==> config.mk <==
export PLATFORM = sky130hd
export DESIGN_NAME = micro_shift_unit
export DESIGN_NICKNAME = d
export VERILOG_FILES = /design/src/rtl/shift_pkg.sv /design/src/rtl/shift_datapath.sv /design/src/rtl/shift_state.sv /design/src/rtl/micro_shift_unit.sv
export SDC_FILE = /design/constraint.sdc
export NUM_CORES = 1
export LEC_CHECK = 0
export ABC_AREA = 1
export BUFFER_PORTS_ARGS = -buffer_cell sky130_fd_sc_hd__buf_2
export CAP_MARGIN = 20
export CORE_AREA = 2 2 39 41
export CTS_BUF_LIST = sky130_fd_sc_hd__clkbuf_8
export DETAILED_ROUTE_END_ITERATION = 10
export DIE_AREA = 0 0 41 43
export PLACE_DENSITY = 0.81
export RECOVER_POWER = 25
export SYNTH_ARGS = -nofsm -noshare
export SYNTH_HDL_FRONTEND = slang
export SYNTH_HIERARCHICAL = 1
export SYNTH_SLANG_ARGS = --single-unit
export TNS_END_PERCENT = 50
==> constraint.sdc <==
create_clock -name clk -period 1 [get_ports clk]
set_input_delay 0.05 -clock clk [delete_from_list [all_inputs] [get_ports clk]]
set_output_delay 0.05 -clock clk [all_outputs]
set_load 0.005 [all_outputs]
==> src/rtl/shift_pkg.sv <==
package shift_pkg;
   typedef enum logic [1:0] {
      OP_ASR = 2'b00,
      OP_LSL = 2'b01,
      OP_ROR = 2'b10,
      OP_ASL = 2'b11
   } shift_op_e;
endpackage

==> src/rtl/shift_datapath.sv <==
module shift_datapath
   import shift_pkg::*;
#(
   parameter int WIDTH = 8
) (
   input  logic [WIDTH-1:0] cur,
   input  shift_op_e        op,
   output logic [WIDTH-1:0] nxt,
   output logic             ovf_nxt
);
   localparam int MSB = WIDTH - 1;

   logic [WIDTH-1:0] right_arith;
   logic [WIDTH-1:0] right_circ;
   logic [WIDTH-1:0] left_fill;

   // Per-bit wiring of the three shift networks
   for (genvar b = 0; b < WIDTH; b++) begin : g_bit
      if (b == MSB) begin : g_top
         assign right_arith[b] = cur[MSB];
         assign right_circ[b]  = cur[0];
      end else begin : g_mid
         assign right_arith[b] = cur[b+1];
         assign right_circ[b]  = cur[b+1];
      end
      if (b == 0) begin : g_low
         assign left_fill[b] = 1'b0;
      end else begin : g_up
         assign left_fill[b] = cur[b-1];
      end
   end

   always_comb begin
      unique case (op)
         OP_ASR:  nxt = right_arith;
         OP_LSL:  nxt = left_fill;
         OP_ROR:  nxt = right_circ;
         default: nxt = left_fill;
      endcase
      ovf_nxt = (op == OP_ASL) ? (cur[MSB] ^ cur[MSB-1]) : 1'b0;
   end
endmodule

==> src/rtl/shift_state.sv <==
module shift_state #(
   parameter int WIDTH = 8
) (
   input  logic             clk,
   input  logic             rst,
   input  logic             load_en,
   input  logic [WIDTH-1:0] load_word,
   input  logic             exec_en,
   input  logic [WIDTH-1:0] shift_word,
   input  logic             shift_ovf,
   output logic [WIDTH-1:0] word_q,
   output logic             ovf_q
);
   always_ff @(posedge clk) begin
      if (rst) begin
         word_q <= '0;
         ovf_q  <= 1'b0;
      end else if (load_en) begin
         word_q <= load_word;
         ovf_q  <= 1'b0;
      end else if (exec_en) begin
         word_q <= shift_word;
         ovf_q  <= shift_ovf;
      end
   end

   AST_RESET_CLEARS: assert property (@(posedge clk)
      rst |=> (word_q == '0 && !ovf_q));
   AST_LOAD_WINS: assert property (@(posedge clk) disable iff (rst)
      load_en |=> (word_q == $past(load_word) && !ovf_q));
   AST_IDLE_HOLD: assert property (@(posedge clk) disable iff (rst)
      (!load_en && !exec_en) |=> ($stable(word_q) && $stable(ovf_q)));
endmodule

==> src/rtl/micro_shift_unit.sv <==
module micro_shift_unit
   import shift_pkg::*;
#(
   parameter int WIDTH = 8
) (
   input  logic             clk,
   input  logic             rst,
   input  logic             load_en,
   input  logic [WIDTH-1:0] load_word,
   input  logic             exec_en,
   input  logic [1:0]       opcode,
   output logic [WIDTH-1:0] word_q,
   output logic             ovf_q
);
   localparam int MSB = WIDTH - 1;

   if (WIDTH < 2) begin : g_width_check
      $error("micro_shift_unit: WIDTH must be at least 2");
   end

   shift_op_e        op;
   logic [WIDTH-1:0] shift_word;
   logic             shift_ovf;

   assign op = shift_op_e'(opcode);

   shift_datapath #(.WIDTH(WIDTH)) u_dp (
      .cur     (word_q),
      .op      (op),
      .nxt     (shift_word),
      .ovf_nxt (shift_ovf)
   );

   shift_state #(.WIDTH(WIDTH)) u_st (
      .clk        (clk),
      .rst        (rst),
      .load_en    (load_en),
      .load_word  (load_word),
      .exec_en    (exec_en),
      .shift_word (shift_word),
      .shift_ovf  (shift_ovf),
      .word_q     (word_q),
      .ovf_q      (ovf_q)
   );

   AST_ASR_SIGN: assert property (@(posedge clk) disable iff (rst)
      (exec_en && !load_en && opcode == 2'b00) |=>
      (word_q == {$past(word_q[MSB]), $past(word_q[MSB:1])}));
   AST_LSL_ZERO_FILL: assert property (@(posedge clk) disable iff (rst)
      (exec_en && !load_en && opcode == 2'b01) |=>
      (word_q == {$past(word_q[MSB-1:0]), 1'b0}));
   AST_ROR_WRAP: assert property (@(posedge clk) disable iff (rst)
      (exec_en && !load_en && opcode == 2'b10) |=>
      (word_q == {$past(word_q[0]), $past(word_q[MSB:1])}));
   AST_ASL_OVERFLOW: assert property (@(posedge clk) disable iff (rst)
      (exec_en && !load_en && opcode == 2'b11) |=>
      (ovf_q == ($past(word_q[MSB]) ^ $past(word_q[MSB-1]))));
   AST_NO_OVERFLOW: assert property (@(posedge clk) disable iff (rst)
      (exec_en && !load_en && opcode != 2'b11) |=> !ovf_q);
   AST_LOAD_CLEARS: assert property (@(posedge clk) disable iff (rst)
      load_en |=> !ovf_q);
endmodule

==> metrics.txt, run 1 <==
Final Hold Vio Count=0; synth unique cells=15; Final setup viols=0; H-tree depth=1; cts bufs inserted=3; vias in the first global route=544; root buf cell=clkbuf_8; Clock Sinks=9; Layout area overhead=24.9%; Global Route Usage Sum=0.178; Die Ht=43 µm; row count=14; pwr/cell area=1370 nW/µm²; Post-Syn Nets=108; Post-Syn Area per Cell=6.26 µm²; Antenna diodes=0; Period minus WS final=0.896 ns; Worst-Margin Slew=0.222 ns; Clock Skew=0.00169 ns; IO Pins=23; status=finished, final reports clean; Fmax achieved=1120 MHz; Clk Latency, worst-skew pair=0.24 ns; CP max stage cell=dfxtp_1; clk slew on worst S/H paths=0.05 ns; Peak VDD IR=0.00107 V; max incr delay on CP=0.42 ns; Hold Buf Count CTS=0; port bufs=22; #FFs+latches synth=9; share of cells above drive strength 1=0.299; antenna viol nets, final=0; post-DR vias/cell=4.83; GRT overflow=0; crit-path cells=nand2_1 -> o21ai_2 -> nand3_1 -> nand3_1 -> nand2_1 -> inv_1; antenna violations before repair=0; Lkg Pwr=0.426 nW; drt first pass iters=4; DR WL/cell=10.2 µm; core footprint=1380 µm²; slew margin rel.=0.852; total die area=1760 µm²; first-pass GRT wire length=2170 µm; Worst Hold Class=primary input to register; Yosys warning count=6; Mapped Area=588 µm²; DR vias=643; Initial Util=0.425; Final Cycle Share=0.896; WP buf/inv=1; Setup CP Type=register to register; Gate Count Post-Synth=94; DRC=0; setup TNS=0 ns; fin nets=132; largest net degree at the start of global routing=12; Max clock buf depth=2; Iter 0 DRT Violations=26; cell family with most CP delay=flip-flops; fin. max-slew vios=0; Die X=41 µm; Arr. time, crit path=1.08 ns; Layout Utilization=0.531; post-synthesis sequential area ratio=0.306; max-cap viol count=0; final wirelength=1360 µm; CP Capture Type=register; CTS tree=yes; Detail Placement HPWL=972 µm; Startpoint Class=register; routability-driven placement congestion ratio=0.790; Post-CTS Setup Bufs=0; CP required=1.18 ns; RSZ-0062 raised after global routing=no; # resized after CTS=0; CP Max Fanout=6
==> report_power, final <==
part	total [mW]	internal [mW]	leakage, nW	switching, mW
sequential	0.401	0.380	0.0741	0.0205
clock	0.432	0.273	0.0255	0.159
combinational	0.171	0.0718	0.326	0.0993
total	1.00	0.725	0.426	0.279
==> cells in the final DEF (no fill, tap or decap), drive strengths merged <==
cell type,count
inv,15
clkinv,1
o211ai,1
nand3,18
clkbuf,3
nor2,6
nand2,36
buf,22
o21ai,6
dfxtp,9
==> synthesized netlist by cell type, drive strengths merged <==
library cell / number / area (µm²)
buf: 3 / 30.0
dfxtp: 9 / 180
inv: 15 / 63.8
nand2: 36 / 135
nand3: 18 / 100
nor2: 6 / 30.0
o211ai: 1 / 7.51
o21ai: 6 / 41.3
==> flip-flops by register name, indices dropped and copies added, names as in the netlist <==
register	count
u_st/word_q	8
u_st/ovf_q	1
==> worst reg2reg max path, cell delays in order (launching register included) <==
cell     delay [ns]
dfxtp_1        0.42
nand2_1        0.10
o21ai_2        0.06
nand3_1        0.09
nand3_1        0.09
nand2_1        0.05
inv_1          0.04
==> metal layers <==
| metal | part of all wire | global-route usage |
|---|---|---|
| met3 | 0.045 | 0.0681 |
| met1 | 0.44 | 0.210 |
| met2 | 0.51 | 0.275 |
| met4 | 0 | 0.0733 |
| met5 | 0 | 0 |
==> through the flow <==
step	power (mW)	setup slack [ns]	std cells	hold WS [ns]	instance area (µm²)
floorplan	0.520	0.191	94	0.206	588
global placement	0.574	0.137	129	0.338	688
detailed placement	0.577	0.123	129	0.348	688
CTS	1.01	0.109	133	0.100	734
global route	1.05	0.0264	133	0.103	734
finish	1.00	0.104	133	0.104	734
==> kinds of logic (layout without fill, tap and decap cells) <==
logic type | Yosys count | count (layout) | synth area share
compound gates | 7 | 7 | 0.0830
buf+inv | 18 | 41 | 0.160
flops | 9 | 9 | 0.306
simple gates | 60 | 60 | 0.451
==> layout make-up <==
cell class / instances / area (µm²)
clock buffers: 3 / 41.3
multi-input cells: 67 / 314
well taps: 16 / 20.0
clock inverters: 1 / 5.00
inverters: 15 / 63.8
fillers: 143 / 649
flip-flops and latches: 9 / 180
repair buffers: 22 / 110
==> worst paths after layout <==
| path | endpoint | slack [ns] | start | cells past startpoint |
|---|---|---|---|---|
| setup / recovery | u_st/word_q[6] | 0.10 | u_st/word_q[7] | 6 |
| hold / removal | u_st/word_q[5] | 0.10 | rst | 4 |
| hold reg to reg | u_st/word_q[5] | 0.55 | u_st/word_q[5] | 4 |
| setup reg to reg | u_st/word_q[6] | 0.10 | u_st/word_q[7] | 6 |
(Power assumes the default switching activity.)
==> run 2: changes to the inputs <==
CORE_AREA = unset   (was 2 2 39 41)
CORE_MARGIN = 2   (was unset)
CORE_UTILIZATION = 44   (was unset)
DIE_AREA = unset   (was 0 0 41 43)
PLACE_DENSITY = 0.83   (was 0.81)
clock period = 0.8 ns   (was 1 ns; I/O delays follow)
==> metrics.txt, run 2 (synthesized netlist as in run 1, its figures left out) <==
share of cells above drive strength 1=0.467 (+0.168); port bufs=22 (unchanged); pwr/cell area=1530 nW/µm² (+12%); drt first pass iters=4 (unchanged); clk slew on worst S/H paths=0.05 ns (about the same); fin nets=137 (+3.8%); CP Max Fanout=2 (-4); Iter 0 DRT Violations=35 (+35%); Clock Skew=0.00538 ns (+0.00370 ns); Clk Latency, worst-skew pair=0.23 ns (about the same); Regs by FF count=u_st/word_q: 8 flops, u_st/ovf_q: 1 flops; Die Ht=40.6 µm (-5.7%); commonest cells after routing, fill and taps aside=32 x nand2_1, 17 x buf_2, 13 x nand3_1; Worst Hold Class=primary input to register; HP Start=rst; status=complete, but fails checks; routability-driven placement congestion ratio=0.841 (+6.5%); RSZ-0062 raised after global routing=yes; Arr. time, crit path=1.03 ns (-0.05 ns); Detail Placement HPWL=1090 µm (+13%); Clock Sinks=9 (unchanged); Initial Util=0.464 (+0.0386); max reg flops=8 (unchanged); Layout Utilization=0.669 (+0.138); setup TNS=-0.270 ns (-0.270 ns); max-cap viol count=0 (unchanged); Final setup viols=12 (+12); Top Metal Used=met4; post-DR vias/cell=4.99 (+3.3%); Critical R2R Launch=u_st/word_q[5]; Hold Buf Count CTS=0 (unchanged); fin. max-slew vios=0 (unchanged); Setup CP Type=register to register; Startpoint Class=register; root buf cell=clkbuf_8; Worst Hold End=u_st/word_q[1]; total die area=1650 µm² (-6.7%); wire length on met2=818 µm (+18%); Final Cycle Share=1.06 (+0.166); Reg2Reg Setup Slack=-0.05 ns (-0.15 ns); vias in the first global route=599 (+10%); non-filler cells, final=137 (+3.0%); area of the multi-input gates=343 µm² (+9.2%); CTS tree=yes; FF-to-FF End=u_st/word_q[4]; Layout area overhead=44.3%; Antenna diodes=0 (unchanged); failing checks=setup timing; metal3 WL=96 µm (+57%); DR vias=684 (+6.4%); row count=13 (-1); DRC=0 (unchanged); Worst Slack Setup Final=-0.0497 ns (-0.154 ns); Lkg Pwr=0.473 nW (+11%); Largest Register=u_st/word_q; Global Route Usage Sum=0.223 (+0.0448); placed insts=133 (+3.1%); CP required=0.98 ns (-0.20 ns); hold path depth=4 (unchanged); Post-CTS Setup Bufs=0 (unchanged); Fmax achieved=1180 MHz (+5.5%); H-tree depth=1 (unchanged); cts bufs inserted=3 (unchanged); core footprint=1270 µm² (-8.3%); antenna violations before repair=0 (unchanged); Metal-1 WL=745 µm (+24%); largest net degree at the start of global routing=12 (unchanged); Final Hold Vio Count=0 (unchanged); storage element area=195 µm² (+8.3%); DP Worst Slack=-0.0665 ns (-0.189 ns); Worst-Margin Slew=0.245 ns (+0.0230 ns); final instance area=848 µm² (+16%); Peak VDD IR=0.000926 V (-14%); antenna viol nets, final=0 (unchanged); GRT overflow=0 (unchanged); first-pass GRT wire length=2390 µm (+10%); Period minus WS final=0.850 ns (-0.0465 ns); final wirelength=1670 µm (+23%); IO Pins=23 (unchanged); Die X=40.6 µm (-1.1%); Reg2Reg Depth=6 (unchanged); Max clock buf depth=2 (unchanged); most common cell after layout, fill and taps aside=nand2_1; CP Capture Type=register; DR WL/cell=12.2 µm (+20%); fill count=95 (-34%); placed inst area=726 µm² (+5.5%); slew margin rel.=0.836 (-0.0153)
## run 2: critical path: stages (launching register included)
cell	delay (ns)
dfxtp_2	0.34
inv_2	0.05
o21ai_2	0.12
nand3_1	0.09
nand3_1	0.10
nand2_1	0.06
inv_1	0.04
## run 2: worst max-delay path by stage
stage | start | to | slack (ns) | depth (start not counted)
global placement | u_st/word_q[7] | u_st/word_q[6] | -0.02 | 6
global route | u_st/word_q[5] | u_st/word_q[4] | -0.10 | 6
floorplan | u_st/word_q[7] | u_st/word_q[6] | -0.004 | 6
CTS | u_st/word_q[1] | u_st/word_q[2] | -0.03 | 6
finish | u_st/word_q[5] | u_st/word_q[4] | -0.05 | 6
detailed placement | u_st/word_q[0] | u_st/word_q[7] | -0.07 | 6
## run 2: cell type report
| class | count | area share |
|---|---|---|
| Clock inverter | 1 | 0.00442 |
| Clock buffer | 3 | 0.0487 |
| Timing Repair Buffer | 27 | 0.215 |
| Tap cell | 15 | 0.0221 |
| Multi-Input combinational cell | 67 | 0.404 |
| Inverter | 15 | 0.0752 |
| Sequential cell | 9 | 0.230 |
## run 2: metrics by stage
step / total power [mW] / hold WS, ns
after global placement: 0.737 / 0.328
after detailed placement: 0.744 / 0.333
after CTS: 1.27 / 0.0911
final: 1.30 / 0.0882
after global routing: 1.36 / 0.0954
after floorplan: 0.651 / 0.188
## run 2: power by group
part           switching [mW]  internal, mW  total, mW  leakage (nW)
Sequential             0.0284         0.477      0.505        0.0776
Combinational           0.149         0.130      0.279         0.368
Clock                   0.180         0.334      0.515        0.0269
Total                   0.358         0.941       1.30         0.473
## run 2: metal layers
metal | vias to the layer above | global-route usage
met4 | 0 | 0.100
met1 | 300 | 0.247
li1 | 345 | -
met5 | - | 0
met2 | 37 | 0.409
met3 | 2 | 0.0333
## run 2: repair_timing
item / in CTS / in global routing
endpoints found under the setup margin: 15 / 13
pin swaps: 7 / 9
gates resized for setup: 17 / 10
==> run 3: changes to the inputs <==
ABC_AREA = unset   (was 1)
CORE_AREA = 2 2 39 41   (was unset)
CORE_MARGIN = unset   (was 2)
CORE_UTILIZATION = unset   (was 44)
DIE_AREA = 0 0 41 43   (was unset)
PLACE_DENSITY = 0.81   (was 0.83)
==> metrics.txt, run 3 <==
Clk Latency, worst-skew pair=0.23 ns (about the same); ys flop type=dfxtp_1; Adder-Cell Fraction of Synth Area=0 (unchanged); #FFs+latches synth=9 (unchanged); final instance area=777 µm² (-8.4%); row count=14 (+1); FFs w/ async S/R, synth=0 (unchanged); Final setup viols=12 (unchanged); Post-Syn Area per Cell=10.7 µm² (+70%); pwr/cell area=1710 nW/µm² (+12%); largest family of logic cells by synthesized area=multiplexers; Initial Util=0.401 (-0.0630); grt met1 use=0.207 (-0.0396); Reg2Reg Setup Slack=-0.19 ns (-0.14 ns); Design Power=1.33 mW (+2.5%); cell family with most CP delay=multiplexers; Synth Area in Compound Gates=0.117 (+0.0344); Synth Area in Simple Gates=0.135 (-0.316); Largest Register=u_st/word_q; DR vias=478 (-30%); Synth area leaders=dfxtp_1 33%, mux2i_1 18%, mux2_4 16%, a211oi_1 11%, nor2b_1 9.0%; post-synth top area share=0.325 (+0.0187); H-tree depth=1 (unchanged); Global Route Usage Sum=0.181 (-0.0416); Regs by FF count=u_st/word_q: 8 flops, u_st/ovf_q: 1 flops; IO Pins=23 (unchanged); Antenna diodes=0 (unchanged); status=complete, but fails checks; post-DR vias/cell=5.14 (+2.9%); CP required=0.91 ns (-0.07 ns); hold path depth=3 (-1); drt first pass iters=4 (unchanged); post-synthesis mux area share=0.343 (+0.343); vias in the first global route=492 (-18%); Post-Syn Nets=66 (-39%); Final Cycle Share=1.24 (+0.181); leading area contributor after synthesis=dfxtp_1; Reg2Reg Depth=3 (-3); Post-synth EDFFs=0 (unchanged); Worst Slack Setup Final=-0.195 ns (-0.145 ns); xor and xnor area share after synthesis=0.0158 (+0.0158); routability-driven placement congestion ratio=0.760 (-9.7%); cts bufs inserted=3 (unchanged); Layout area overhead=40.2%; port bufs=22 (unchanged); fin. max-slew vios=0 (unchanged); Worst Hold Class=primary input to register; Lkg Pwr=0.375 nW (-21%); DP Worst Slack=-0.233 ns (-0.166 ns); Setup CP Type=register to register; antenna viol nets, final=0 (unchanged); layer with the highest usage=met2; share of cells above drive strength 1=0.597 (+0.130); largest net degree at the start of global routing=11 (-1); final wirelength=1430 µm (-14%); RSZ-0062 raised after global routing=yes; global routing usage on met3=0.0209 (-0.0124); Worst-Margin Slew=0.277 ns (+0.0314 ns); max reg flops=8 (unchanged); placed inst area=683 µm² (-5.9%); CP Max Fanout=5 (+3); fin nets=92 (-33%); first-pass GRT wire length=2140 µm (-10%); WP buf/inv=0 (-2); GRT met2 Usage=0.300 (-0.109); antenna violations before repair=0 (unchanged); Yosys warning count=6 (unchanged); failing checks=setup timing; placed insts=89 (-33%); DR WL/cell=15.4 µm (+26%); post-synthesis sequential area ratio=0.325 (+0.0187); root buf cell=clkbuf_8; area of the multi-input gates=352 µm² (+2.6%); Max clock buf depth=2 (unchanged); Mapped Area=554 µm² (-5.7%); most common cell after layout, fill and taps aside=buf_2; setup TNS=-1.47 ns (-1.20 ns); Clock Skew=0.00257 ns (-0.00281 ns); Detail Placement HPWL=958 µm (-13%); core footprint=1380 µm² (+9.1%); clk slew on worst S/H paths=0.05 ns (about the same); Fmax achieved=1010 MHz (-15%); CP max stage cell=dfxtp_4; Gate Count Post-Synth=52 (-45%); Final Hold Vio Count=0 (unchanged); Die X=41 µm (+1.1%); Die Ht=43 µm (+6.0%); CP Capture Type=register; WP depth=3 (-3); Post-synth top cells=10 x mux2i_1, 9 x dfxtp_1, 8 x a211oi_1, 8 x nor2b_1, 6 x mux2_4; CTS tree=yes; Startpoint Class=register; fill count=132 (+39%); Hold Buf Count CTS=0 (unchanged); Period minus WS final=0.995 ns (+0.145 ns); GRT overflow=0 (unchanged); Peak VDD IR=0.00107 V (+16%); synth unique cells=15 (unchanged); Post-CTS Setup Bufs=0 (unchanged); top-count cell post-synth=mux2i_1; max-cap viol count=0 (unchanged); DRC=0 (unchanged); Arr. time, crit path=1.11 ns (+0.08 ns); Clock Sinks=9 (unchanged); slew margin rel.=0.815 (-0.0209); non-filler cells, final=93 (-32%); total die area=1760 µm² (+7.2%); max incr delay on CP=0.36 ns (+0.02 ns); crit-path cells=mux2_4 -> mux2i_1 -> a211oi_1; Iter 0 DRT Violations=5 (-86%); storage element area=194 µm² (-0.64%); commonest cells after routing, fill and taps aside=19 x buf_2, 9 x mux2i_1, 8 x nor2b_1
==> run 3: cells by family after synthesis <==
| group | after synthesis |
|---|---|
| AND/OR/NAND/NOR | 12 |
| AO/OA/AOI/OAI | 9 |
| XOR/XNOR | 1 |
| multiplexers | 16 |
| flip-flops | 9 |
| buffers and inverters | 5 |
==> run 3: tightest hold or removal path, cell delays in order <==
cell	delay, ns
buf_2	0.09
nor2b_1	0.10
a211oi_1	0.05
==> run 3: cell type report <==
cell class                      instances  share of cell area
Sequential cell                         9               0.250
Timing Repair Buffer                   25               0.209
Clock buffer                            3              0.0531
Tap cell                               16              0.0258
Inverter                                1             0.00483
Multi-Input combinational cell         38               0.452
Clock inverter                          1             0.00483
==> run 3: path summary, 6_finish.rpt <==
path,from,end
hold reg to reg,u_st/ovf_q,u_st/ovf_q
hold / removal,load_word[4],u_st/word_q[4]
setup / recovery,u_st/word_q[7],u_st/word_q[6]
setup reg to reg,u_st/word_q[7],u_st/word_q[6]
==> run 3: through the flow <==
step	util	hold slack [ns]
floorplan	-	0.223
global placement	0.494	0.333
detailed placement	0.494	0.339
CTS	0.549	0.0901
global route	0.561	0.118
finish	0.561	0.0989
==> run 3: timing repair <==
item	4_1_cts	5_1_grt
pin swaps	5	2
gates resized for setup	10	5
cloned	0	0
setup endpoints to repair	13	12
==> run 3: power by group <==
| part | internal [mW] | leakage, nW | switching [mW] |
|---|---|---|---|
| Clock | 0.334 | 0.0269 | 0.180 |
| Combinational | 0.177 | 0.271 | 0.119 |
| Sequential | 0.485 | 0.0772 | 0.0372 |
==> run 3: layer usage <==
layer	routed length, µm	vias to the layer above
met3	66	2
met2	808	20
met5	0	-
li1	-	237
met4	3	0
met1	556	219
